$ cat config.mk
export PLATFORM = sky130hd
export DESIGN_NAME = host_cmd_port
export DESIGN_NICKNAME = d
export VERILOG_FILES = /design/src/rtl/hcp_pkg.sv /design/src/rtl/hcp_sync.sv /design/src/rtl/hcp_shifter.sv /design/src/rtl/hcp_decode.sv /design/src/rtl/hcp_regbank.sv /design/src/rtl/host_cmd_port.sv
export SDC_FILE = /design/constraint.sdc
export NUM_CORES = 1
export LEC_CHECK = 0
export BUFFER_PORTS_ARGS = -buffer_cell sky130_fd_sc_hd__buf_2
export CORE_MARGIN = 2
export CORE_UTILIZATION = 50
export CTS_BUF_LIST = sky130_fd_sc_hd__clkbuf_4 sky130_fd_sc_hd__clkbuf_8
export DETAILED_ROUTE_END_ITERATION = 8
export GPL_TIMING_DRIVEN = 0
export HOLD_SLACK_MARGIN = 0.06
export MAX_ROUTING_LAYER = met4
export PLACE_DENSITY = 0.74
export SYNTH_ARGS = -nofsm -noshare
export SYNTH_HDL_FRONTEND = slang
export SYNTH_HIERARCHICAL = 1
export SYNTH_SLANG_ARGS = --single-unit
$ cat constraint.sdc
create_clock -name clk -period 3.7 [get_ports clk]
set_input_delay 1.11 -clock clk [delete_from_list [all_inputs] [get_ports clk]]
set_output_delay 1.11 -clock clk [all_outputs]
set_load 0.02 [all_outputs]
$ cat src/rtl/hcp_pkg.sv
package hcp_pkg;
  localparam int FRAME_W   = 26;
  localparam int MIN_BITS  = 7;
  localparam int KEY_W     = 4;
  localparam int ATT_W     = 14;
  localparam int CFG_W     = 12;
  localparam int RADDR_W   = 7;
  localparam int RDATA_W   = 18;
  localparam int CENTS_W   = 12;
  localparam int KEY_LSB   = 19;
  localparam int ATT_LSB   = 10;
  localparam int CFG_LSB   = 10;
  localparam int RADDR_LSB = RDATA_W;
  localparam logic [ATT_W-1:0] ATT_RESET = '1;

  typedef enum logic [2:0] {
    CMD_NONE, CMD_KEY, CMD_MODE, CMD_FUNC, CMD_ATT, CMD_RAM
  } cmd_kind_t;

  function automatic logic signed [CENTS_W-1:0] key_to_cents(input logic [KEY_W-1:0] code);
    logic signed [CENTS_W-1:0] step;
    step = signed'({{(CENTS_W-3){1'b0}}, code[2:0]});
    if (!code[3]) key_to_cents = (code[2:0] == 3'd7) ? 12'sd1200 : step * 12'sd100;
    else          key_to_cents = (code[2:0] == 3'd7) ? -12'sd1200 : -(step * 12'sd100);
  endfunction
endpackage

$ cat src/rtl/hcp_sync.sv
module hcp_sync #(
  parameter int N      = 3,
  parameter int STAGES = 2
) (
  input  logic         clk,
  input  logic         rst_n,
  input  logic [N-1:0] async_in,
  output logic [N-1:0] level,
  output logic [N-1:0] rise
);
  logic [N-1:0] stg [STAGES];
  logic [N-1:0] prev;

  for (genvar g = 0; g < STAGES; g++) begin : g_stage
    always_ff @(posedge clk or negedge rst_n) begin
      if (!rst_n)      stg[g] <= '0;
      else if (g == 0) stg[g] <= async_in;
      else             stg[g] <= stg[(g == 0) ? 0 : g-1];
    end
  end

  always_ff @(posedge clk or negedge rst_n) begin
    if (!rst_n) prev <= '0;
    else        prev <= stg[STAGES-1];
  end

  assign level = stg[STAGES-1];
  assign rise  = stg[STAGES-1] & ~prev;
endmodule

$ cat src/rtl/hcp_shifter.sv
module hcp_shifter #(
  parameter int FRAME_W  = 26,
  parameter int MIN_BITS = 7
) (
  input  logic               clk,
  input  logic               rst_n,
  input  logic               bit_in,
  input  logic               shift_pulse,
  input  logic               latch_pulse,
  output logic               cmd_valid,
  output logic [FRAME_W-1:0] cmd_frame
);
  localparam int CNT_W = $clog2(FRAME_W + 1);
  logic [FRAME_W-1:0] frame;
  logic [CNT_W-1:0]   cnt;

  always_ff @(posedge clk or negedge rst_n) begin
    if (!rst_n) begin
      frame     <= '0;
      cnt       <= '0;
      cmd_valid <= 1'b0;
      cmd_frame <= '0;
    end else begin
      cmd_valid <= 1'b0;
      if (latch_pulse) begin
        cmd_valid <= (cnt >= CNT_W'(MIN_BITS));
        cmd_frame <= frame;
        frame     <= '0;
        cnt       <= '0;
      end else if (shift_pulse) begin
        frame <= {bit_in, frame[FRAME_W-1:1]};
        if (cnt != CNT_W'(FRAME_W)) cnt <= cnt + 1'b1;
      end
    end
  end


  cnt_bound_chk: assert property (@(posedge clk) disable iff (!rst_n)
    cnt <= CNT_W'(FRAME_W));

  short_reject_chk: assert property (@(posedge clk) disable iff (!rst_n)
    (latch_pulse && cnt < CNT_W'(MIN_BITS)) |=> !cmd_valid);
endmodule

$ cat src/rtl/hcp_decode.sv
module hcp_decode
  import hcp_pkg::*;
(
  input  logic               cmd_valid,
  input  logic [FRAME_W-1:0] cmd_frame,
  output cmd_kind_t          kind
);
  localparam int TOP = FRAME_W - 1;

  always_comb begin
    kind = CMD_NONE;
    if (cmd_valid) begin
      if (cmd_frame[TOP])          kind = CMD_RAM;
      else if (cmd_frame[TOP-1])   kind = CMD_ATT;
      else if (cmd_frame[TOP-2])   kind = cmd_frame[TOP-3] ? CMD_FUNC : CMD_MODE;
      else                         kind = CMD_KEY;
    end
  end
endmodule

$ cat src/rtl/hcp_regbank.sv
module hcp_regbank
  import hcp_pkg::*;
(
  input  logic               clk,
  input  logic               rst_n,
  input  cmd_kind_t          kind,
  input  logic [FRAME_W-1:0] frame,
  input  logic               period_start,
  input  logic               cram_ready,
  output logic [KEY_W-1:0]   key_code,
  output logic [ATT_W-1:0]   att_level,
  output logic [CFG_W-1:0]   mode_cfg,
  output logic [CFG_W-1:0]   func_cfg,
  output logic               cram_valid,
  output logic [RADDR_W-1:0] cram_addr,
  output logic [RDATA_W-1:0] cram_data,
  output logic               cram_overrun
);
  logic [KEY_W-1:0]   sh_key;
  logic [ATT_W-1:0]   sh_att;
  logic [CFG_W-1:0]   sh_mode, sh_func;
  logic               pend_v;
  logic [RADDR_W-1:0] pend_addr;
  logic [RDATA_W-1:0] pend_data;
  logic               move;

  assign move = period_start && pend_v && !cram_valid;

  always_ff @(posedge clk or negedge rst_n) begin
    if (!rst_n) begin
      sh_key <= '0; sh_att <= ATT_RESET; sh_mode <= '0; sh_func <= '0;
      key_code <= '0; att_level <= ATT_RESET; mode_cfg <= '0; func_cfg <= '0;
      pend_v <= 1'b0; pend_addr <= '0; pend_data <= '0;
      cram_valid <= 1'b0; cram_addr <= '0; cram_data <= '0;
      cram_overrun <= 1'b0;
    end else begin
      if (period_start) begin
        key_code  <= sh_key;
        att_level <= sh_att;
        mode_cfg  <= sh_mode;
        func_cfg  <= sh_func;
      end
      if (cram_valid && cram_ready) cram_valid <= 1'b0;
      if (move) begin
        cram_valid <= 1'b1;
        cram_addr  <= pend_addr;
        cram_data  <= pend_data;
        pend_v     <= 1'b0;
      end
      unique case (kind)
        CMD_KEY:  sh_key  <= frame[KEY_LSB +: KEY_W];
        CMD_ATT:  sh_att  <= frame[ATT_LSB +: ATT_W];
        CMD_MODE: sh_mode <= frame[CFG_LSB +: CFG_W];
        CMD_FUNC: sh_func <= frame[CFG_LSB +: CFG_W];
        CMD_RAM: begin
          if (pend_v && !move) cram_overrun <= 1'b1;
          else begin
            pend_v    <= 1'b1;
            pend_addr <= frame[RADDR_LSB +: RADDR_W];
            pend_data <= frame[0 +: RDATA_W];
          end
        end
        default: ;
      endcase
    end
  end


  defer_mode_chk: assert property (@(posedge clk) disable iff (!rst_n)
    !$past(period_start) |-> ($stable(mode_cfg) && $stable(att_level) && $stable(key_code)));

  hold_stream_chk: assert property (@(posedge clk) disable iff (!rst_n)
    (cram_valid && !cram_ready) |=> (cram_valid && $stable(cram_addr) && $stable(cram_data)));

  one_per_period_chk: assert property (@(posedge clk) disable iff (!rst_n)
    $rose(cram_valid) |-> $past(period_start));

  overrun_cause_chk: assert property (@(posedge clk) disable iff (!rst_n)
    $rose(cram_overrun) |-> $past(pend_v));
endmodule

$ cat src/rtl/host_cmd_port.sv
module host_cmd_port
  import hcp_pkg::*;
#(
  parameter int SYNC_STAGES = 2
) (
  input  logic                      clk,
  input  logic                      rst_n,
  input  logic                      ser_data,
  input  logic                      ser_clk,
  input  logic                      ser_latch,
  input  logic                      period_start,
  output logic [KEY_W-1:0]          key_code,
  output logic signed [CENTS_W-1:0] key_cents,
  output logic [ATT_W-1:0]          att_level,
  output logic [CFG_W-1:0]          mode_cfg,
  output logic [CFG_W-1:0]          func_cfg,
  output logic                      cram_valid,
  input  logic                      cram_ready,
  output logic [RADDR_W-1:0]        cram_addr,
  output logic [RDATA_W-1:0]        cram_data,
  output logic                      cram_overrun
);
  logic [2:0]         s_level, s_rise;
  logic               cmd_valid;
  logic [FRAME_W-1:0] cmd_frame;
  cmd_kind_t          kind;

  hcp_sync #(.N(3), .STAGES(SYNC_STAGES)) u_sync (
    .clk(clk), .rst_n(rst_n),
    .async_in({ser_latch, ser_clk, ser_data}),
    .level(s_level), .rise(s_rise));

  hcp_shifter #(.FRAME_W(FRAME_W), .MIN_BITS(MIN_BITS)) u_shift (
    .clk(clk), .rst_n(rst_n),
    .bit_in(s_level[0]), .shift_pulse(s_rise[1]), .latch_pulse(s_rise[2]),
    .cmd_valid(cmd_valid), .cmd_frame(cmd_frame));

  hcp_decode u_dec (.cmd_valid(cmd_valid), .cmd_frame(cmd_frame), .kind(kind));

  hcp_regbank u_regs (
    .clk(clk), .rst_n(rst_n), .kind(kind), .frame(cmd_frame),
    .period_start(period_start), .cram_ready(cram_ready),
    .key_code(key_code), .att_level(att_level), .mode_cfg(mode_cfg), .func_cfg(func_cfg),
    .cram_valid(cram_valid), .cram_addr(cram_addr), .cram_data(cram_data),
    .cram_overrun(cram_overrun));

  assign key_cents = key_to_cents(key_code);


  reset_state_chk: assert property (@(posedge clk) !rst_n |=> (!cram_valid && !cram_overrun));
endmodule

==> out/qor.yml, run 1 <==
sta:
  fin_setup_tns_ns: -0.0509
  fin_crit_sh_pct: 101
  tightest_slew_ns: 0.681
  fmax_mhz: 267
  worst_slack_ns: -0.0509
  drv_slew: 0
  rsz0062_at_grt: "true"
  finalHoldViolCount: 0
  setup-violations-final: 1
  finClkSkew_ns: 0.0167
  hold_slack_ns: 0.348
  finalCriticalPeriod_ns: 3.75
  slew_headroom_pct: 54.5
global_route:
  grt_start_max_net_pins: 120
  grt_pass1_wl_microns: 25000
  antenna_found_initial: 0
  gr-total-overflow: 0
  grt_pass1_vias: 4830
  grt_usage_pct: 18.3
power:
  peakVddDrop_mv: 0.298
  p_total_mw: 4.41
  combPwrFrac_pct: 3.2
  power_density_nw_per_um2: 455
  p_sw_mw: 0.922
  p_leak_nw: 5.07
  p_int_mw: 3.48
  netSwitchingFraction_pct: 20.9
  clkPwrFrac_pct: 45.6
  seq_power_share_pct: 51.2
cells_and_area:
  final_cells: 894
  fin_util_pct: 61.0
  fin_nets: 670
  design_area_sq_um: 9690
  diodes: 0
  syn_to_final_growth_pct: 19.1
  drive_gt1_share_pct: 53.1
route:
  wl_microns: 15100
  firstDrtPassIters: 4
  drcViolationCount: 0
  wl_per_cell_microns: 16.9
  vias_per_cell: 5.12
  ant_nets: 0
  drtIter0Drc: 190
  vias: 4576
setup_path:
  rrSetupSlack_ns: 1.56
  arrival_ns: 2.64
  criticalPathCategory: "reg2out"
  startpoint_type: "flop"
  critPathRequiredTime_ns: 2.59
  end_kind: "primary output"
  worst-path-max-fanout: 2
cts:
  cts_hold_buf: 0
  clock_path_buffers: 3
  h-tree-depth: 1
  cts-root-buf: "clkbuf_8"
  cts_tree: "done"
  cts.sinks: 203
  path_clk_slew_ns: 0.06
  clkLatencyLatePin_ns: 0.56
  numCtsBuffers: 31
place:
  port_buffers: 84
  globalplace.congestion: 0.786
  placed_area_sq_um: 8870
  pre_cts_ws_ns: 0.188
  dp.cells: 831
  hpwl_microns: 10000
logic_synthesis:
  yosysWarnings: 6
  netlist_area_sq_um: 8140
  syn_inst: 529
  avgSynthCellArea_sq_um: 15.4
floorplanning:
  die_w_microns: 132
  die_area_sq_um: 17300
  fp.dieH_microns: 132
  placementRows: 46
  ios: 88
  start_util_pct: 51.2
  core_area_sq_um: 15900
job:
  maxCapViolations: 0
worst_hold_path:
  hp-class: "reg2reg"
status:
  violations: "setup timing"
  status: "finished, violations left"
==> cell type report <==
type / count / area [sq um]
fillers: 1224 / 6200
flip-flops and latches: 203 / 5120
multi-input cells: 293 / 2850
clock buffers: 55 / 669
repair buffers: 90 / 507
well taps: 216 / 270
plain buffers: 28 / 205
clock inverters: 3 / 42.5
inverters: 6 / 27.5
==> placed cells by master (no fill, tap or decap), types with 2 or more instances in the layout <==
cell type  count
dfrtp_1      173
mux2_2       136
buf_2         91
clkbuf_8      41
nor2_1        30
dfstp_2       28
mux2i_1       27
mux2_1        25
buf_4         15
clkbuf_4      15
nand2_1        9
buf_6          8
ha_1           6
o21ai_0        5
a21oi_1        5
xor2_1         4
inv_1          4
nor2b_1        3
ha_4           3
inv_4          2
o21a_1         2
o31a_1         2
conb_1         2
nand2b_1       2
nand3b_1       2
nor3b_1        2
dfrtp_2        2
nand4_1        2
nor2b_4        2
==> power by group through the flow <==
stage          Clock (mW)  Combinational [mW]  Sequential [mW]
4_1_cts              2.06               0.145             2.26
2_1_floorplan           0              0.0757             2.29
3_3_place_gp            0               0.134             2.29
6_report             2.01               0.141             2.26
5_1_grt              2.17               0.158             2.26
3_5_place_dp            0               0.144             2.29
==> final timing paths <==
kind                                                         from                              end  cells past startpoint
worst max-delay path               u_regs/key_code[2]$_DFFE_PN0P_                    key_cents[10]                      9
worst min-delay path                      u_sync/stg[4]$_DFF_PN0_        u_sync/level[1]$_DFF_PN0_                      0
worst max register to register  u_shift/cmd_frame[25]$_DFFE_PN0P_    u_regs/sh_mode[2]$_DFFE_PN0N_                      4
worst min register to register            u_sync/stg[4]$_DFF_PN0_        u_sync/level[1]$_DFF_PN0_                      0
max in group asynchronous                                   rst_n  u_regs/cram_data[5]$_DFFE_PN0P_                      2
min in group asynchronous                                   rst_n  u_regs/cram_addr[2]$_DFFE_PN0P_                      1
==> state kept, by name, summed over array words and instances, names as in the netlist, 7 cells and up <==
name / flops
u_regs/mode_cfg: 12
u_regs/func_cfg: 12
u_regs/sh_func: 12
u_regs/cram_data: 18
u_shift/frame: 26
u_shift/cmd_frame: 26
u_regs/sh_mode: 12
u_regs/sh_att: 14
u_regs/cram_addr: 7
u_regs/att_level: 14
u_regs/pend_data: 18
u_regs/pend_addr: 7
==> timing repair <==
| item | 4_1_cts | 5_1_grt |
|---|---|---|
| resized for setup | 14 | 4 |
| setup endpoints to repair | 3 | 4 |
| pin swaps | 3 | 4 |
| hold endpoints to repair | 0 | 0 |
| setup buffers | 4 | 1 |
==> routing by layer <==
| metal | share of wire (%) | wire (microns) | track usage (%) | vias up |
|---|---|---|---|---|
| met5 | 0 | 0 | - | - |
| met4 | 2.6 | 399 | 5.43 | 0 |
| met3 | 4.1 | 625 | 3.47 | 33 |
| met2 | 49 | 7420 | 29.9 | 112 |
| met1 | 44 | 6640 | 23.5 | 2317 |
| li1 | - | - | - | 2114 |
==> worst max-delay path, stage by stage, from the launching register on <==
cell and delay [ns]:
dfrtp_1 0.39, buf_6 0.13, inv_4 0.05, ha_4 0.19, ha_4 0.16, ha_4 0.21, or4_4 0.50, o211ai_1 0.19
o21ai_1 0.10, buf_4 0.18
No activity file was read; power rests on OpenSTA's default activity.
==> inputs of run 2 (changes only) <==
- SKIP_CTS_REPAIR_TIMING: unset -> 1
- clock period: 3.7 -> 3.84 ns (I/O delays scaled with it)
==> out/qor.yml, run 2 (same netlist as run 1, synthesis figures left out) <==
status:
  status: "finished, violations left"
  violations: "setup timing"
cts:
  h-tree-depth: 1
  clkLatencyLatePin_ns: 0.55
  cts.sinks: 203
  cts-root-buf: "clkbuf_8"
  clock_path_buffers: 3
  numCtsBuffers: 31
  cts_tree: "done"
  path_clk_slew_ns: 0.06
power:
  p_total_mw: 4.24
  power_density_nw_per_um2: 439
  peakVddDrop_mv: 0.287
  p_leak_nw: 5.04
worst_hold_path:
  whs_path_depth: 0
  hp-class: "reg2reg"
  min_to: "u_sync/level[1]$_DFF_PN0_"
  hp-start: "u_sync/stg[4]$_DFF_PN0_"
setup_path:
  reg2regPathDepth: 4
  slowest_stage: "or4_4"
  crit_cells: 9
  worst-path-max-fanout: 7
  arrival_ns: 2.81
  r2r-start: "u_shift/cmd_frame[25]$_DFFE_PN0P_"
  crit_buf_inv: 3
  max_stage_delay_ns: 0.53
  startpoint_type: "flop"
  reg2reg_to: "u_regs/sh_mode[2]$_DFFE_PN0N_"
  critPathRequiredTime_ns: 2.69
  end_kind: "primary output"
  criticalPathCategory: "reg2out"
  cp_top_family: "adder cells"
  crit_top_cell: "ha_4"
  path_cells: "buf_6, inv_4, ha_4, ha_4, ha_4, or4_4, o211ai_1, o21ai_1, buf_4"
  rrSetupSlack_ns: 1.70
route:
  vias: 4576
  firstDrtPassIters: 4
  drcViolationCount: 0
  wl_microns: 15000
  wl_per_cell_microns: 16.8
  vias_per_cell: 5.14
  drtIter0Drc: 204
  ant_nets: 0
sta:
  fmax_mhz: 252
  worst_slack_ns: -0.121
  finClkSkew_ns: 0.0159
  tightest_slew_ns: 0.666
  finalHoldViolCount: 0
  drv_slew: 0
  slew_headroom_pct: 55.5
  rsz0062_at_grt: "true"
  finalCriticalPeriod_ns: 3.96
  fin_crit_sh_pct: 103
  setup-violations-final: 2
place:
  port_buffers: 84
  pre_cts_ws_ns: 0.286
  globalplace.congestion: 0.786
  hpwl_microns: 10000
  dp.cells: 831
global_route:
  grt_pass1_wl_microns: 24800
  grt_usage_pct: 18.1
  antenna_found_initial: 0
  grt_pass1_vias: 4774
  gr-total-overflow: 0
  grt_start_max_net_pins: 120
cells_and_area:
  final_cell_mix: "dfrtp_1 (174), mux2_2 (136), buf_2 (92)"
  syn_to_final_growth_pct: 18.6
  layout_commonest_cell: "dfrtp_1"
  diodes: 0
  final_cells: 891
  fin_nets: 667
  reg.largest.list: "u_shift/cmd_frame (26), u_shift/frame (26)"
  drive_gt1_share_pct: 52.6
floorplanning:
  die_w_microns: 132
  placementRows: 46
  core_area_sq_um: 15900
  die_area_sq_um: 17300
  start_util_pct: 51.2
  fp.dieH_microns: 132
  ios: 88
job:
  maxCapViolations: 0
## run 2: changes by cell type in the layout (fill, tap and decap cells not counted)
cell and change:
buf_2 +1, buf_4 -4, dfrtp_1 +1, dfrtp_2 -1
inv_2 +1, inv_4 -1, o41ai_1 +1, o41ai_2 -1
## run 2: area by class of cell
| class | count | area (sq um) |
|---|---|---|
| Tap cell | 216 | 270 |
| Multi-Input combinational cell | 293 | 2840 |
| Clock inverter | 3 | 42.5 |
| Timing Repair Buffer | 87 | 482 |
| Sequential cell | 203 | 5120 |
| Buffer | 28 | 205 |
| Fill cell | 1234 | 6230 |
| Inverter | 6 | 25.0 |
| Clock buffer | 55 | 669 |
## run 2: report_power, final
group / leakage (nW) / switching [mW] / internal [mW] / total [mW]
Clock: 0.377 / 0.779 / 1.15 / 1.93
Combinational: 1.96 / 0.0880 / 0.0475 / 0.136
Sequential: 2.71 / 0.0162 / 2.16 / 2.17
Total: 5.04 / 0.884 / 3.36 / 4.24
## run 2: how the worst max path moves through the flow
stage                                    from                         endpoint
2_1_floorplan  u_regs/key_code[2]$_DFFE_PN0P_                    key_cents[10]
3_3_place_gp                            rst_n  u_regs/cram_data[7]$_DFFE_PN0P_
3_5_place_dp   u_regs/key_code[2]$_DFFE_PN0P_                    key_cents[10]
4_1_cts        u_regs/key_code[2]$_DFFE_PN0P_                    key_cents[10]
5_1_grt        u_regs/key_code[2]$_DFFE_PN0P_                    key_cents[10]
6_report       u_regs/key_code[2]$_DFFE_PN0P_                    key_cents[10]
## run 2: per-stage QoR
stage	cell area (sq um)	hold slack, ns	setup TNS (ns)	utilization [%]
final	9650	0.348	-0.147	60.8
after CTS	9580	0.349	-0.759	60.3
after detailed placement	8870	0.336	0	55.8
after global placement	8830	0.334	-262.21	55.6
after global routing	9650	0.350	-0.338	60.8
after floorplan	8140	0.331	0	-
## run 2: routing by layer
metal  vias to the layer above  global-route usage [%]  share of wire, %
li1                       2114                       -                 -
met1                      2338                    23.4                44
met2                        96                    29.5                50
met3                        28                    3.47               4.1
met4                         0                    4.95               2.2
met5                         -                       -                 0
==> inputs of run 3 (changes only) <==
- PLACE_DENSITY: 0.74 -> 0.76
- clock period: 3.84 -> 3.54 ns (I/O delays scaled with it)
==> out/qor.yml, run 3 (same netlist as run 1, synthesis figures left out) <==
status:
  status: "finished, violations left"
  violations: "setup timing"
sta:
  drv_slew: 0
  tightest_slew_ns: 0.739
  finalCriticalPeriod_ns: 3.88
  slew_headroom_pct: 50.7
  fin_setup_tns_ns: -0.637
  fin_crit_sh_pct: 110
  worst_slack_ns: -0.342
  rsz0062_at_grt: "true"
  finalHoldViolCount: 0
  fmax_mhz: 258
  setup-violations-final: 4
  finClkSkew_ns: 0.0124
setup_path:
  r2r-start: "u_shift/cmd_frame[25]$_DFFE_PN0P_"
  startpoint_type: "flop"
  path_cells: "buf_6, inv_4, ha_4, ha_4, ha_4, or4_4, o211ai_1, o21ai_1, buf_4"
  max_stage_delay_ns: 0.51
  rrSetupSlack_ns: 1.38
  worst-path-max-fanout: 5
  criticalPathCategory: "reg2out"
  crit_top_cell: "ha_4"
  critPathRequiredTime_ns: 2.48
  end_kind: "primary output"
  slowest_stage: "or4_4"
  cp-startpoint: "u_regs/key_code[2]$_DFFE_PN0P_"
  arrival_ns: 2.82
worst_hold_path:
  hp-start: "u_sync/stg[3]$_DFF_PN0_"
  hp-class: "reg2reg"
place:
  port_buffers: 84
  dp.cells: 831
  hpwl_microns: 10000
  globalplace.congestion: 0.788
  pre_cts_ws_ns: 0.0639
  placed_area_sq_um: 8870
power:
  clkPwrFrac_pct: 45.6
  p_int_mw: 3.64
  p_leak_nw: 5.05
  peakVddDrop_mv: 0.280
  seq_power_share_pct: 51.2
  p_sw_mw: 0.972
  power_density_nw_per_um2: 476
  combPwrFrac_pct: 3.2
  netSwitchingFraction_pct: 21.1
cts:
  clock_path_buffers: 3
  h-tree-depth: 1
  cts-root-buf: "clkbuf_8"
  cts_tree: "done"
  cts.sinks: 203
  path_clk_slew_ns: 0.06
  clkLatencyLatePin_ns: 0.55
  numCtsBuffers: 31
cells_and_area:
  fin_nets: 669
  design_area_sq_um: 9680
  syn_to_final_growth_pct: 18.9
  fill_cells: 1238
  final_cells: 893
  final_cell_mix: "dfrtp_1 (172), mux2_2 (136), buf_2 (91)"
  diodes: 0
  drive_gt1_share_pct: 53.0
  multiInputGateArea_sq_um: 2840
  reg.largest.list: "u_shift/cmd_frame (26), u_shift/frame (26)"
  layout_commonest_cell: "dfrtp_1"
  regArea_sq_um: 5120
job:
  maxCapViolations: 0
floorplanning:
  die_w_microns: 132
  start_util_pct: 51.2
  ios: 88
  placementRows: 46
  die_area_sq_um: 17300
  fp.dieH_microns: 132
  core_area_sq_um: 15900
route:
  vias: 4585
  drtIter0Drc: 226
  wl_per_cell_microns: 16.9
  wl_microns: 15100
  ant_nets: 0
  vias_per_cell: 5.13
  drcViolationCount: 0
  firstDrtPassIters: 6
global_route:
  grt_pass1_wl_microns: 24800
  grt_pass1_vias: 4777
  gr-total-overflow: 0
  grt_usage_pct: 18.1
  antenna_found_initial: 0
  grt_start_max_net_pins: 105
run 3: cell types whose count changed in the layout (fill, tap and decap cells not counted):
cell,previous run,this run
buf_2,92,91
clkbuf_4,15,10
dfrtp_2,1,3
dfrtp_1,174,172
clkbuf_8,41,43
clkinv_2,1,4
buf_4,11,14
run 3: area by class of cell:
| type | count | share of cell area [%] |
|---|---|---|
| timing repair buffer | 89 | 5.16 |
| multi-input combinational | 293 | 29.4 |
| inverter | 6 | 0.259 |
| clock buffer | 52 | 6.81 |
| sequential | 203 | 52.9 |
| clock inverter | 6 | 0.595 |
| tap | 216 | 2.79 |
| buffer | 28 | 2.12 |
run 3: critical path: cells and delay by family (launching register included):
family,cells,cell delay (ns)
simple gates,1,0.51
fa+ha+maj,3,0.60
flops,1,0.42
buf+inv,3,0.37
compound gates,2,0.37
run 3: stage by stage:
stage	util [%]	power (mW)	hold WS [ns]
finish	60.9	4.61	0.346
global route	60.9	4.81	0.354
CTS	60.3	4.68	0.348
global placement	55.6	2.54	0.335
detailed placement	55.8	2.55	0.335
floorplan	-	2.47	0.331
run 3: metal layers:
| layer | part of all wire (%) | global-route usage (%) | wire [microns] |
|---|---|---|---|
| met2 | 49 | 29.1 | 7450 |
| met4 | 1.6 | 5.37 | 248 |
| met1 | 44 | 23.3 | 6680 |
| met5 | 0 | - | 0 |
| met3 | 4.9 | 3.94 | 742 |
run 3: final timing paths:
path                                                       end  depth (start not counted)
worst max-delay path                             key_cents[10]                          9
worst min-delay path                 u_sync/level[0]$_DFF_PN0_                          0
worst max register to register   u_regs/sh_mode[4]$_DFFE_PN0N_                          4
worst min register to register       u_sync/level[0]$_DFF_PN0_                          0
max in group asynchronous         u_regs/sh_att[0]$_DFFE_PN1N_                          2
min in group asynchronous       u_regs/key_code[0]$_DFFE_PN0P_                          1
run 3: power groups by stage:
stage          clock network, mW  logic (mW)  registers [mW]
2_1_floorplan                  0      0.0792            2.39
3_3_place_gp                   0       0.140            2.40
3_5_place_dp                   0       0.151            2.40
4_1_cts                     2.17       0.152            2.36
5_1_grt                     2.28       0.166            2.36
6_report                    2.10       0.147            2.36
